File: config.mk
export PLATFORM = sky130hd
export DESIGN_NAME = i2c_scl_timeout
export DESIGN_NICKNAME = d
export VERILOG_FILES = /design/src/rtl/i2c_tmo_pkg.sv /design/src/rtl/i2c_tmo_prescaler.sv /design/src/rtl/i2c_tmo_busmon.sv /design/src/rtl/i2c_tmo_counter.sv /design/src/rtl/i2c_scl_timeout.sv
export SDC_FILE = /design/constraint.sdc
export NUM_CORES = 1
export LEC_CHECK = 0
export BUFFER_PORTS_ARGS = -buffer_cell sky130_fd_sc_hd__buf_2
export CORE_ASPECT_RATIO = 1.75
export CORE_MARGIN = 4
export CORE_UTILIZATION = 45
export DETAILED_ROUTE_END_ITERATION = 10
export GPL_TIMING_DRIVEN = 0
export RECOVER_POWER = 100
export SLEW_MARGIN = 40
export SYNTH_ARGS = -nofsm -noshare
export SYNTH_HDL_FRONTEND = slang
export SYNTH_SLANG_ARGS = --single-unit
File: constraint.sdc
create_clock -name clk_i -period 3.6 [get_ports clk_i]
set_input_delay 0.54 -clock clk_i [delete_from_list [all_inputs] [get_ports clk_i]]
set_output_delay 0.54 -clock clk_i [all_outputs]
set_load 0.01 [all_outputs]
File: src/rtl/i2c_tmo_pkg.sv
package i2c_tmo_pkg;

    // Bus occupancy as seen from START and STOP conditions
    typedef enum logic [0:0] {
        BUS_FREE = 1'b0,
        BUS_BUSY = 1'b1
    } bus_state_e;

    // Level timer: which level (if any) is being timed
    typedef enum logic [1:0] {
        TM_OFF  = 2'd0,
        TM_FREE = 2'd1,
        TM_LOW  = 2'd2,
        TM_HIGH = 2'd3
    } tm_state_e;

    // Counter action chosen each cycle
    typedef enum logic [1:0] {
        CA_HOLD  = 2'd0,
        CA_CLEAR = 2'd1,
        CA_STEP  = 2'd2,
        CA_WRAP  = 2'd3
    } cnt_act_e;

    // Sticky flag
    typedef enum logic [0:0] {
        FLAG_CLEAR  = 1'b0,
        FLAG_RAISED = 1'b1
    } flag_state_e;

endpackage

File: src/rtl/i2c_tmo_prescaler.sv
module i2c_tmo_prescaler #(
    parameter int CKS_W = 3
) (
    input  logic             clk_i,
    input  logic             rst_ni,
    input  logic             restart_i,
    input  logic [CKS_W-1:0] div_sel_i,
    output logic             tick_o
);
    localparam int DIV_W = (1 << CKS_W) - 1;

    logic [DIV_W-1:0] div_q;
    logic [DIV_W-1:0] mask;

    // Bit g of the mask is set when the exponent exceeds g
    for (genvar g = 0; g < DIV_W; g++) begin : g_mask
        assign mask[g] = (div_sel_i > CKS_W'(g));
    end

    always_ff @(posedge clk_i or negedge rst_ni) begin
        if (!rst_ni) begin
            div_q <= '0;
        end else if (restart_i) begin
            div_q <= '0;
        end else begin
            div_q <= div_q + DIV_W'(1);
        end
    end

    always_comb begin
        tick_o = ((div_q & mask) == mask);
    end

endmodule

File: src/rtl/i2c_tmo_busmon.sv
module i2c_tmo_busmon
    import i2c_tmo_pkg::*;
(
    input  logic clk_i,
    input  logic rst_ni,
    input  logic scl_i,
    input  logic sda_i,
    output logic busy_o
);
    bus_state_e state_q, state_d;
    logic       scl_q, sda_q;
    logic       start_seen, stop_seen;

    always_comb begin
        start_seen = scl_i & scl_q & sda_q & ~sda_i;
        stop_seen  = scl_i & scl_q & ~sda_q & sda_i;
    end

    // State register and line history
    always_ff @(posedge clk_i or negedge rst_ni) begin
        if (!rst_ni) begin
            state_q <= BUS_FREE;
            scl_q   <= 1'b1;
            sda_q   <= 1'b1;
        end else begin
            state_q <= state_d;
            scl_q   <= scl_i;
            sda_q   <= sda_i;
        end
    end

    always_comb begin
        state_d = state_q;
        unique case (state_q)
            BUS_FREE: if (start_seen) state_d = BUS_BUSY;
            BUS_BUSY: if (stop_seen)  state_d = BUS_FREE;
        endcase
    end

    always_comb begin
        busy_o = (state_q == BUS_BUSY);
    end

endmodule

File: src/rtl/i2c_tmo_counter.sv
module i2c_tmo_counter
    import i2c_tmo_pkg::*;
#(
    parameter int LONG_W  = 16,
    parameter int SHORT_W = 14
) (
    input  logic clk_i,
    input  logic rst_ni,
    input  logic en_i,
    input  logic busy_i,
    input  logic scl_i,
    input  logic short_sel_i,
    input  logic low_en_i,
    input  logic high_en_i,
    input  logic tick_i,
    output logic clear_o,
    output logic expire_o
);
    tm_state_e         state_q, state_d;
    cnt_act_e          act;
    logic [LONG_W-1:0] cnt_q;
    logic              level_en;
    logic              at_end;

    // Timer state register
    always_ff @(posedge clk_i or negedge rst_ni) begin
        if (!rst_ni) state_q <= TM_OFF;
        else         state_q <= state_d;
    end

    always_comb begin
        if (!en_i)        state_d = TM_OFF;
        else if (!busy_i) state_d = TM_FREE;
        else if (scl_i)   state_d = TM_HIGH;
        else              state_d = TM_LOW;
    end

    // Action and outputs
    always_comb begin
        unique case (state_d)
            TM_LOW:  level_en = low_en_i;
            TM_HIGH: level_en = high_en_i;
            TM_OFF, TM_FREE: level_en = 1'b0;
        endcase
        at_end = short_sel_i ? (&cnt_q[SHORT_W-1:0]) : (&cnt_q);
        if (state_d == TM_OFF || state_d == TM_FREE || state_d != state_q) begin
            act = CA_CLEAR;
        end else if (tick_i && level_en) begin
            act = at_end ? CA_WRAP : CA_STEP;
        end else begin
            act = CA_HOLD;
        end
        clear_o  = (act == CA_CLEAR);
        expire_o = (act == CA_WRAP);
    end

    always_ff @(posedge clk_i or negedge rst_ni) begin
        if (!rst_ni) begin
            cnt_q <= '0;
        end else begin
            unique case (act)
                CA_CLEAR, CA_WRAP: cnt_q <= '0;
                CA_STEP:           cnt_q <= cnt_q + LONG_W'(1);
                CA_HOLD:           cnt_q <= cnt_q;
            endcase
        end
    end

endmodule

File: src/rtl/i2c_scl_timeout.sv
module i2c_scl_timeout
    import i2c_tmo_pkg::*;
#(
    parameter int LONG_W  = 16,
    parameter int SHORT_W = 14,
    parameter int CKS_W   = 3
) (
    input  logic             clk_i,
    input  logic             rst_ni,
    input  logic             tmo_en_i,
    input  logic             short_sel_i,
    input  logic             cnt_low_en_i,
    input  logic             cnt_high_en_i,
    input  logic             tmo_irq_en_i,
    input  logic [CKS_W-1:0] div_sel_i,
    input  logic             scl_i,
    input  logic             sda_i,
    input  logic             flag_wr_i,
    input  logic             flag_wdata_i,
    output logic             tmo_flag_o,
    output logic             tmo_irq_o,
    output logic             bus_busy_o
);
    logic        tmo_tick;
    logic        tmo_clear;
    logic        tmo_expire;
    logic        flag_wipe;
    flag_state_e flag_q, flag_d;

    i2c_tmo_busmon u_busmon (
        .clk_i  (clk_i),
        .rst_ni (rst_ni),
        .scl_i  (scl_i),
        .sda_i  (sda_i),
        .busy_o (bus_busy_o)
    );

    i2c_tmo_prescaler #(.CKS_W(CKS_W)) u_presc (
        .clk_i     (clk_i),
        .rst_ni    (rst_ni),
        .restart_i (tmo_clear),
        .div_sel_i (div_sel_i),
        .tick_o    (tmo_tick)
    );

    i2c_tmo_counter #(.LONG_W(LONG_W), .SHORT_W(SHORT_W)) u_cnt (
        .clk_i       (clk_i),
        .rst_ni      (rst_ni),
        .en_i        (tmo_en_i),
        .busy_i      (bus_busy_o),
        .scl_i       (scl_i),
        .short_sel_i (short_sel_i),
        .low_en_i    (cnt_low_en_i),
        .high_en_i   (cnt_high_en_i),
        .tick_i      (tmo_tick),
        .clear_o     (tmo_clear),
        .expire_o    (tmo_expire)
    );

    // Flag state register
    always_ff @(posedge clk_i or negedge rst_ni) begin
        if (!rst_ni) flag_q <= FLAG_CLEAR;
        else         flag_q <= flag_d;
    end

    always_comb begin
        flag_wipe = flag_wr_i & ~flag_wdata_i;
        flag_d    = flag_q;
        unique case (flag_q)
            FLAG_CLEAR:  if (tmo_expire) flag_d = FLAG_RAISED;
            FLAG_RAISED: if (flag_wipe && !tmo_expire) flag_d = FLAG_CLEAR;
        endcase
    end

    always_comb begin
        tmo_flag_o = (flag_q == FLAG_RAISED);
        tmo_irq_o  = tmo_flag_o & tmo_irq_en_i;
    end

endmodule

---- Yosys cells after proc, flatten, opt, wreduce, memory -nomap -nowiden ----
Index checks and enable logic that the tools add are counted.
operators by class
  $add $sub $neg .......................... 2
  magnitude comparators ................... 7
  eq/ne operators ......................... 8
  multiplexer cells ....................... 16
  bitwise logic cells ..................... 13
  reductions and logical operators ........ 11
operators by type and width
  operator               number
  $pmux 16 s2            1
  $add 16x1->16 const B  1
  $reduce_and 16->1      1
  $reduce_and 14->1      1
  $gt 3x3->1 const B     3
  $eq 2x2->1 const B     4
  $mux 2                 4
  $add 7x1->7 const B    1
  $and 1x1->1            7
  $and 7x7->7            1
  $eq 7x7->1             1
  $mux 1                 7
  $mux 7                 1
  $gt 3x1->1 const B     2
  $gt 3x2->1 const B     2
  $not 1->1              5
  $eq 2x1->1 const B     2
  $logic_not 2->1        2
  $pmux 1 s2             2
  $reduce_or 2->1        2
  $pmux 1 s3             1
  $logic_and 1x1->1      2
  $logic_or 1x1->1       2
  $ne 2x2->1             1
  $logic_not 1->1        1
word-level totals
  register bits ........................... 29
  output and inout bits ................... 3

---- Depth between registers and ports, before layout ----
Gate-level depths: netlist of the first run.
  word-level depth ........................ 14
  depth in mapped cells ................... 8

---- Hierarchy ----
From an unflattened synthesis of the first run, not the netlist that was laid out.
unflattened totals
  cell total of the unflattened synthesis .. 156
  area, all modules ....................... 1511.4 um^2
modules (own cells, without submodules)
  module             times used  cells each  area each (um^2)  seq. area each (um^2)
  i2c_tmo_counter    1           105         994.7             450.4
  i2c_tmo_prescaler  1           39          356.6             175.2
  i2c_tmo_busmon     1           8           115.1             77.6
  i2c_scl_timeout    1           4           45.0              25.0

---- Worst setup path before layout of the first run ----
No wires, ideal clock.
  kind .................................... in2reg
  start ................................... in div_sel_i[0]
  end ..................................... reg u_cnt.cnt_q[9]
  arrival ................................. 2.097 ns
  setup slack ............................. 1.427 ns
  cell stages on the path ................. 7
  cell sequence ........................... nand2b_1 > a21o_2 > a221o_1 > or2_1 > buf_6 > or4_1 > o21ai_1
on the way
  word-level cells in the longest chain between the ends .. 9
  elaborated cells on any way between the ends .. 18
ends and longest elaborated chain
  what                                             line                     source
  start: declaration                               i2c_scl_timeout.sv:15    input logic [CKS_W-1:0] div_sel_i,
  $gt 3x1->1 (tied with other cells)               i2c_tmo_prescaler.sv:17  assign mask[g] = (div_sel_i > CKS_W'(g));
  $and 7x7->7                                      i2c_tmo_prescaler.sv:31  tick_o = ((div_q & mask) == mask);
  $eq 7x7->1 (*)                                   i2c_tmo_prescaler.sv:31
  $logic_and 1x1->1 (*)                            i2c_tmo_counter.sv:48    end else if (tick_i && level_en) begin
  $mux 2 (*)                                       i2c_tmo_counter.sv:48
  $mux 2 (*)                                       i2c_tmo_counter.sv:46    if (state_d == TM_OFF || state_d == TM_FREE || state_d != state_q) begin
  $eq 2x1->1 / $eq 2x2->1 (equally long branches)  i2c_tmo_counter.sv:61    unique case (act)
  $reduce_or 2->1                                  i2c_tmo_counter.sv:61
  $pmux 16 s2                                      i2c_tmo_counter.sv:61
  end signal: assignment                           i2c_tmo_counter.sv:63    CA_STEP: cnt_q <= cnt_q + LONG_W'(1);
  end signal: assignment                           i2c_tmo_counter.sv:64    CA_HOLD: cnt_q <= cnt_q;
  end: declaration                                 i2c_tmo_counter.sv:21    logic [LONG_W-1:0] cnt_q;
Mark *: on every way between the ends. The rest lies on a longest branch, timed or not.
A chain may end at the register's enable or synchronous reset.

---- Worst setup path after layout of the first run ----
  start ................................... reg u_cnt.cnt_q[0]
  end ..................................... reg u_cnt.cnt_q[13]
on the way
  word-level cells in the longest chain between the ends .. 8
  elaborated cells on any way between the ends .. 13
ends and longest elaborated chain
  what                                                           line                   source
  $reduce_and 16->1 / $reduce_and 14->1 (equally long branches)  i2c_tmo_counter.sv:45  at_end = short_sel_i ? (&cnt_q[SHORT_W-1:0]) : (&cnt_q);
  $mux 1                                                         i2c_tmo_counter.sv:45
  $mux 1                                                         i2c_tmo_counter.sv:49  act = at_end ? CA_WRAP : CA_STEP;
  $mux 2                                                         i2c_tmo_counter.sv:48
  $mux 2                                                         i2c_tmo_counter.sv:46
  $eq 2x1->1 / $eq 2x2->1 (equally long branches)                i2c_tmo_counter.sv:61
  $reduce_or 2->1                                                i2c_tmo_counter.sv:61
  $pmux 16 s2                                                    i2c_tmo_counter.sv:61
Several ways; a longest one is shown, not always the timed one.

==> results of run 1 <==
-- cells by family (layout without fill, tap and decap cells) --
logic type / after synthesis / count (layout)
and+or+nand+nor: 66 / 66
muxes: 2 / 2
DFF: 29 / 29
adders and majority gates: 2 / 2
xor gates and xnor gates: 9 / 9
buffers and inverters: 10 / 34
AOI/OAI and AO/OA: 37 / 37
-- registers in the layout (all words and copies together), names as in the netlist --
name             flops
u_cnt.state_q        2
u_busmon.scl_q       1
u_cnt.cnt_q         16
tmo_flag_o           1
u_presc.div_q        7
u_busmon.busy_o      1
u_busmon.sda_q       1
-- power by group --
part / internal [mW] / switching [mW] / total (mW)
sequential: 0.331 / 0.00383 / 0.335
clock: 0.172 / 0.122 / 0.295
combinational: 0.0160 / 0.0257 / 0.0417
-- worst min path at each step --
stage | start | endpoint | cells past startpoint
floorplan | rst_ni | tmo_flag_o$_DFF_PN0_ | 0
global route | sda_i | u_busmon.sda_q$_DFF_PN1_ | 1
CTS | rst_ni | u_cnt.cnt_q[7]$_DFFE_PN0P_ | 1
global placement | u_cnt.cnt_q[0]$_DFFE_PN0P_ | u_cnt.cnt_q[0]$_DFFE_PN0P_ | 1
finish | sda_i | u_busmon.sda_q$_DFF_PN1_ | 1
detailed placement | u_cnt.cnt_q[0]$_DFFE_PN0P_ | u_cnt.cnt_q[0]$_DFFE_PN0P_ | 1
-- cell usage after synthesis (2+ instances only) --
library cell | number | area share, %
dfrtp_1 | 27 | 45
nor2_1 | 15 | 3.7
nand2_1 | 14 | 3.5
o21ai_0 | 10 | 3.3
nand3_1 | 7 | 2.3
inv_1 | 6 | 1.5
xnor2_1 | 6 | 3.5
nand4_1 | 5 | 2.1
a22o_1 | 4 | 2.3
a31oi_1 | 3 | 1.2
and3_1 | 3 | 1.2
nor3_1 | 3 | 0.99
nor4_1 | 3 | 1.2
or3_1 | 3 | 1.2
xor2_1 | 3 | 1.7
a21oi_1 | 2 | 0.66
a22o_2 | 2 | 1.3
a31o_2 | 2 | 1.2
a32o_1 | 2 | 1.3
and2_1 | 2 | 0.83
and2_2 | 2 | 0.99
buf_6 | 2 | 1.5
clkbuf_1 | 2 | 0.50
dfstp_2 | 2 | 3.5
ha_1 | 2 | 1.7
nor2b_1 | 2 | 0.83
o211ai_1 | 2 | 0.99
o22ai_1 | 2 | 0.83
o31ai_1 | 2 | 0.99
or2_1 | 2 | 0.83
-- layer usage --
layer	GRT usage (%)	wire, um	vias up
met4	9.31	95	0
met1	21.0	1370	575
li1	-	-	608
met5	0	0	-
met3	3.73	94	10
met2	30.7	1780	20
-- critical path: cells and delay by family, from the launching register on --
kind / cells / cell delay [ps]
AOI/OAI and AO/OA: 2 / 440
adders and majority gates: 1 / 210
buffers and inverters: 1 / 150
and+or+nand+nor: 4 / 1130
DFF: 1 / 380
-- area by class of cell --
type	count	area, sq um	share of cell area [%]
buffer	4	15.0	0.876
clock buffer	7	96.3	5.62
clock inverter	1	5.00	0.292
inverter	6	22.5	1.31
multi-input combinational	116	721	42.0
sequential	29	728	42.5
tap	43	53.8	3.14
timing repair buffer	16	72.6	4.23
-- layout by cell type (no fill, tap or decap), drive strengths merged, types with 2 or more instances in the layout --
master	n
a21oi	2
a22o	6
a31o	2
a31oi	3
a32o	2
and2	5
and3	3
buf	10
clkbuf	17
dfrtp	27
dfstp	2
ha	2
inv	6
nand2	14
nand3	7
nand4	5
nor2	15
nor2b	2
nor3	3
nor4	3
o211ai	3
o21ai	11
o22ai	2
o31ai	2
or2	2
or3	4
xnor2	6
xor2	3
==> impl_metrics.py, run 1 <==
metrics = {
    "synth": {
        "synth_edf_count": 0,
        "synth_top_family_by_area": "simple AND/OR/NAND/NOR gates",
        "synth.yosys.warnings": 0,
        "syn_area_sq_um": 1520,
        "ys_seq_area_share_pct": 48.1,
        "ys.flop_type": "dfrtp_1",
        "synth-seq-cells": 29,
        "synthesis.instances": 155,
        "synthAdderAreaFrac_pct": 1.65,
        "syn_nets": 171,
        "synth.avg_cell_area_sq_um": 9.78,
        "synth.mux.area_fraction_pct": 1.65,
        "synth-xor-area-share_pct": 5.20,
        "synth_compound_area_share_pct": 17.5,
        "synth.distinct_cells": 43,
        "synth-simple-area-share_pct": 22.5,
        "synthArstFlopShare_pct": 100,
    },
    "floorplan": {
        "die_x_um": 51.9,
        "num_io_pins": 17,
        "core_region_area_sq_um": 3210,
        "die_h_um": 84.8,
        "dieArea_sq_um": 4400,
        "std_cell_rows": 27,
        "initial_core_util_pct": 47.2,
    },
    "place": {
        "globalplace.congestion": 0.823,
        "portBuffers": 16,
        "hpwl_um": 2440,
        "place_area_sq_um": 1650,
        "pre_cts_ws_ps": 1170,
        "dp_cells": 214,
    },
    "setup_path": {
        "critPathLaunchType": "register",
        "reg2reg_depth": 8,
        "worstSetupPathType": "register to register",
        "r2r_slack_ps": 1160,
        "end_kind": "register",
        "crit_path_end": "u_cnt.cnt_q[13]$_DFFE_PN0P_",
        "path_max_fanout": 6,
        "cp.arrival_ps": 2610,
        "path_cells": "ha_1 -> nand3_1 -> or2_1 -> clkbuf_1 -> or3_1 -> and2_0 -> a22o_2 -> a22o_1",
        "cp_slowest_cell": "or3_1",
        "reg2reg_to": "u_cnt.cnt_q[13]$_DFFE_PN0P_",
        "worstReg2RegStart": "u_cnt.cnt_q[0]$_DFFE_PN0P_",
        "critPathRequiredTime_ps": 3760,
        "critPathLaunch": "u_cnt.cnt_q[0]$_DFFE_PN0P_",
        "max_stage_delay_ps": 470,
    },
    "cells_and_area": {
        "final_nets": 194,
        "design_area_sq_um": 1710,
        "layout-drive-gt1-share_pct": 15.1,
        "finish.utilization_pct": 53.4,
        "antennaDiodeCount": 0,
        "fillers": 314,
        "area_delta_synth_final_pct": 13.1,
        "layoutNonFillerInstCount": 222,
    },
    "sta": {
        "fin_setup_tns_ps": 0,
        "fin_ws_ps": 1160,
        "relSlewSlack_pct": -3.01,
        "fin_hold_ws_ps": 346,
        "finalCriticalPeriod_ps": 2440,
        "finalClockSkew_ps": 8.30,
        "rsz0062_at_grt": "no",
        "worst_slew_pin_slew_ps": 1550,
        "fmax_ghz": 0.409,
        "drv_slew": 30,
        "hold_viol_final": 0,
        "setup_viol": 0,
        "finalCritPeriodShare_pct": 67.9,
    },
    "grt": {
        "gr-total-overflow": 0,
        "grt_pass1_vias": 1333,
        "antenna_found_initial": 0,
        "grt_start_max_net_pins": 30,
        "grt_usage_pct": 18.2,
        "grt_pass1_wl_um": 6070,
    },
    "routing": {
        "drt-total-wl_um": 3340,
        "drt_iter0_markers": 27,
        "ant_nets": 0,
        "vias": 1213,
        "wl_per_cell_um": 15.0,
        "vias_per_cell": 5.46,
        "drc": 0,
        "drtPass1Iterations": 4,
    },
    "clocking": {
        "clk_path_buf_depth": 2,
        "clock_sinks": 29,
        "htreeDepth": 2,
        "cts_tree": "built",
        "clkTransAtPathRegs_ps": 70,
        "clock_latency_ps": 280,
        "cts_setup_buffers": 0,
        "cts_hold_repair.buffers": 0,
        "post_cts_resized": 0,
        "numCtsBuffers": 5,
        "cts_root_buffer": "clkbuf_8",
    },
    "run_status": {
        "violations": "capacitance limit, slew limit",
        "run_status": "finished with violations",
    },
    "pwr": {
        "p_leak_nw": 0.714,
        "p_per_area_nw_per_um2": 392,
        "finalPower_mw": 0.672,
        "peakVddDrop_mv": 0.260,
    },
    "worst_hold_path": {
        "hold_class": "primary input to register",
    },
    "run": {
        "max_cap_viol_count": 1,
    },
}
(Power assumes the default switching activity.)
==> run 2: changes to the inputs <==
- ABC_AREA: unset -> 1
- clock period: 3.6 -> 2.4 ns (I/O delays scaled with it)
==> impl_metrics.py, run 2 <==
metrics = {
    "synth": {
        "synth_top_cells_by_area": "dfrtp_1 37%, nand2_1 13%, nand3_1 7.5%",
        "ys_seq_area_share_pct": 40.3,
        "synth.yosys.warnings": 0,
        "synth_top_area_share_pct": 37.4,
        "yosysTopAreaCell": "dfrtp_1",
        "synth.avg_cell_area_sq_um": 7.96,
        "synth_edf_count": 0,
        "synthesis.instances": 227,
        "synth-seq-cells": 29,
        "syn_area_sq_um": 1810,
        "syn_nets": 243,
        "ys.flop_type": "dfrtp_1",
        "synth.distinct_cells": 25,
        "yosys-top-cells-count": "63 x nand2_1, 27 x dfrtp_1, 27 x nand3_1, 23 x inv_1, 23 x nor2_1",
        "synthArstFlopShare_pct": 100,
        "yosysMostFrequentCell": "nand2_1",
    },
    "floorplan": {
        "std_cell_rows": 30,
        "core_region_area_sq_um": 3870,
        "initial_core_util_pct": 46.7,
        "die_h_um": 91.8,
        "num_io_pins": 17,
        "die_x_um": 55.9,
        "dieArea_sq_um": 5130,
    },
    "setup_path": {
        "cp_slowest_cell": "dfrtp_1",
        "path_max_fanout": 10,
        "cpMostUsedCell": "nand2_1",
        "end_kind": "register",
        "cp.arrival_ps": 1910,
        "critPathLaunchType": "register",
        "path_cells": "nand2_1 -> nand2_1 -> inv_1 -> nand2_2 -> nand2_1 -> nor2_1 -> clkbuf_1 -> buf_6 -> nand3_1 -> nand2_1",
        "critPathRequiredTime_ps": 2620,
        "path_buf_inv": 3,
        "max_stage_delay_ps": 430,
        "cp_top_family": "buffers and inverters",
        "worstSetupPathType": "register to register",
    },
    "clocking": {
        "clk_path_buf_depth": 2,
        "numCtsBuffers": 5,
        "clock_sinks": 29,
        "clkTransAtPathRegs_ps": 70,
        "clock_latency_ps": 280,
        "cts_hold_repair.buffers": 0,
        "htreeDepth": 2,
        "cts_root_buffer": "clkbuf_8",
        "cts_tree": "built",
        "post_cts_resized": 0,
        "cts_setup_buffers": 0,
    },
    "cells_and_area": {
        "fillers": 396,
        "largest_reg_flops": 16,
        "multi_input_area_sq_um": 920,
        "area_delta_synth_final_pct": 11.6,
        "final_nets": 266,
        "layoutNonFillerInstCount": 299,
        "layout-drive-gt1-share_pct": 19.1,
        "top_register": "u_cnt.cnt_q",
        "ff_latch_area_sq_um": 728,
        "finish.utilization_pct": 52.1,
        "layout_commonest_cell": "nand2_1",
        "design_area_sq_um": 2020,
        "top_regs": "u_cnt.cnt_q: 16 flops, u_presc.div_q: 7 flops, u_cnt.state_q: 2 flops",
        "antennaDiodeCount": 0,
        "mostFrequentLayoutCells": "64 x nand2_1, 27 x nand3_1, 27 x dfrtp_1",
    },
    "routing": {
        "drtPass1Iterations": 4,
        "wl_per_cell_um": 11.9,
        "drt-total-wl_um": 3570,
        "ant_nets": 0,
        "vias_per_cell": 4.92,
        "vias": 1470,
        "drc": 0,
        "drt_iter0_markers": 42,
    },
    "place": {
        "portBuffers": 16,
        "globalplace.congestion": 0.769,
        "pre_cts_ws_ps": 764,
        "place_area_sq_um": 1950,
        "hpwl_um": 2740,
        "dp_cells": 291,
    },
    "worst_hold_path": {
        "hold_class": "primary input to register",
    },
    "grt": {
        "antenna_found_initial": 0,
        "grt_pass1_wl_um": 6660,
        "grt_pass1_vias": 1495,
        "grt_start_max_net_pins": 30,
        "gr-total-overflow": 0,
        "grt_usage_pct": 16.5,
    },
    "sta": {
        "finalClockSkew_ps": 9.72,
        "rsz0062_at_grt": "no",
        "finalCriticalPeriod_ps": 1690,
        "fmax_ghz": 0.592,
        "drv_slew": 30,
        "worst_slew_pin_slew_ps": 1560,
        "fin_hold_ws_ps": 164,
        "setup_viol": 0,
        "fin_ws_ps": 711,
        "fin_setup_tns_ps": 0,
        "finalCritPeriodShare_pct": 70.4,
        "hold_viol_final": 0,
        "relSlewSlack_pct": -4.09,
    },
    "pwr": {
        "p_per_area_nw_per_um2": 472,
        "finalPower_mw": 0.952,
        "peakVddDrop_mv": 0.391,
        "p_leak_nw": 1.06,
    },
    "run_status": {
        "run_status": "finished with violations",
        "violations": "capacitance limit, slew limit",
    },
    "run": {
        "max_cap_viol_count": 1,
    },
}
==> run 2: cell types whose count changed in the layout (fill, tap and decap cells not counted), sizes merged, moves of 5 or more <==
cell   delta
a22o      -6
nor2     +15
nand2    +54
and2      -5
inv      +21
nand3    +33
xor2      +8
o21ai     -6
==> run 2: cells by family (layout without fill, tap and decap cells) <==
| logic type | Yosys count | count (layout) | share of synthesized area (%) |
|---|---|---|---|
| adder cells (fa/ha/maj) | 2 | 2 | 1.38 |
| XOR/XNOR | 15 | 15 | 7.27 |
| buffers and inverters | 32 | 56 | 8.52 |
| flip-flops | 29 | 29 | 40.3 |
| AND/OR/NAND/NOR | 141 | 141 | 40.0 |
| AO/OA/AOI/OAI | 8 | 8 | 2.49 |
==> run 2: metal layers <==
| metal | part of all wire, % | GRT usage [%] |
|---|---|---|
| met5 | 0 | 0 |
| met4 | 2.3 | 8.12 |
| met1 | 38 | 16.8 |
| met3 | 2.7 | 3.52 |
| met2 | 57 | 30.9 |
==> run 2: worst paths after layout <==
check | from | endpoint | slack (ps) | cells after the start
worst min-delay path | sda_i | u_busmon.sda_q$_DFF_PN1_ | 160 | 1
max in group asynchronous | rst_ni | u_cnt.cnt_q[5]$_DFFE_PN0P_ | 1020 | 1
worst max-delay path | u_busmon.busy_o$_DFF_PN0_ | u_cnt.cnt_q[11]$_DFFE_PN0P_ | 710 | 10
min in group asynchronous | rst_ni | u_cnt.cnt_q[0]$_DFFE_PN0P_ | 460 | 1
worst max register to register | u_busmon.busy_o$_DFF_PN0_ | u_cnt.cnt_q[11]$_DFFE_PN0P_ | 710 | 10
worst min register to register | u_presc.div_q[0]$_DFF_PN0_ | u_presc.div_q[0]$_DFF_PN0_ | 500 | 1
==> run 2: where the power goes <==
| group | total (mW) | internal [mW] | switching, mW |
|---|---|---|---|
| Sequential | 0.507 | 0.500 | 0.00772 |
| Combinational | 0.0621 | 0.0206 | 0.0415 |
| Clock | 0.382 | 0.200 | 0.182 |
| Total | 0.952 | 0.721 | 0.231 |
==> run 2: worst register-to-register path, delay by kind of cell (launching register included) <==
| family | cells | cell delay (ps) |
|---|---|---|
| buffers and inverters | 3 | 670 |
| and+or+nand+nor | 7 | 530 |
| DFF | 1 | 430 |
==> run 2: final cells by class <==
cell class	count	share of cell area, %
repair buffers	16	3.60
clock inverters	2	0.497
inverters	27	5.03
multi-input cells	166	45.6
well taps	48	2.98
flip-flops and latches	29	36.1
plain buffers	5	2.55
clock buffers	6	3.60
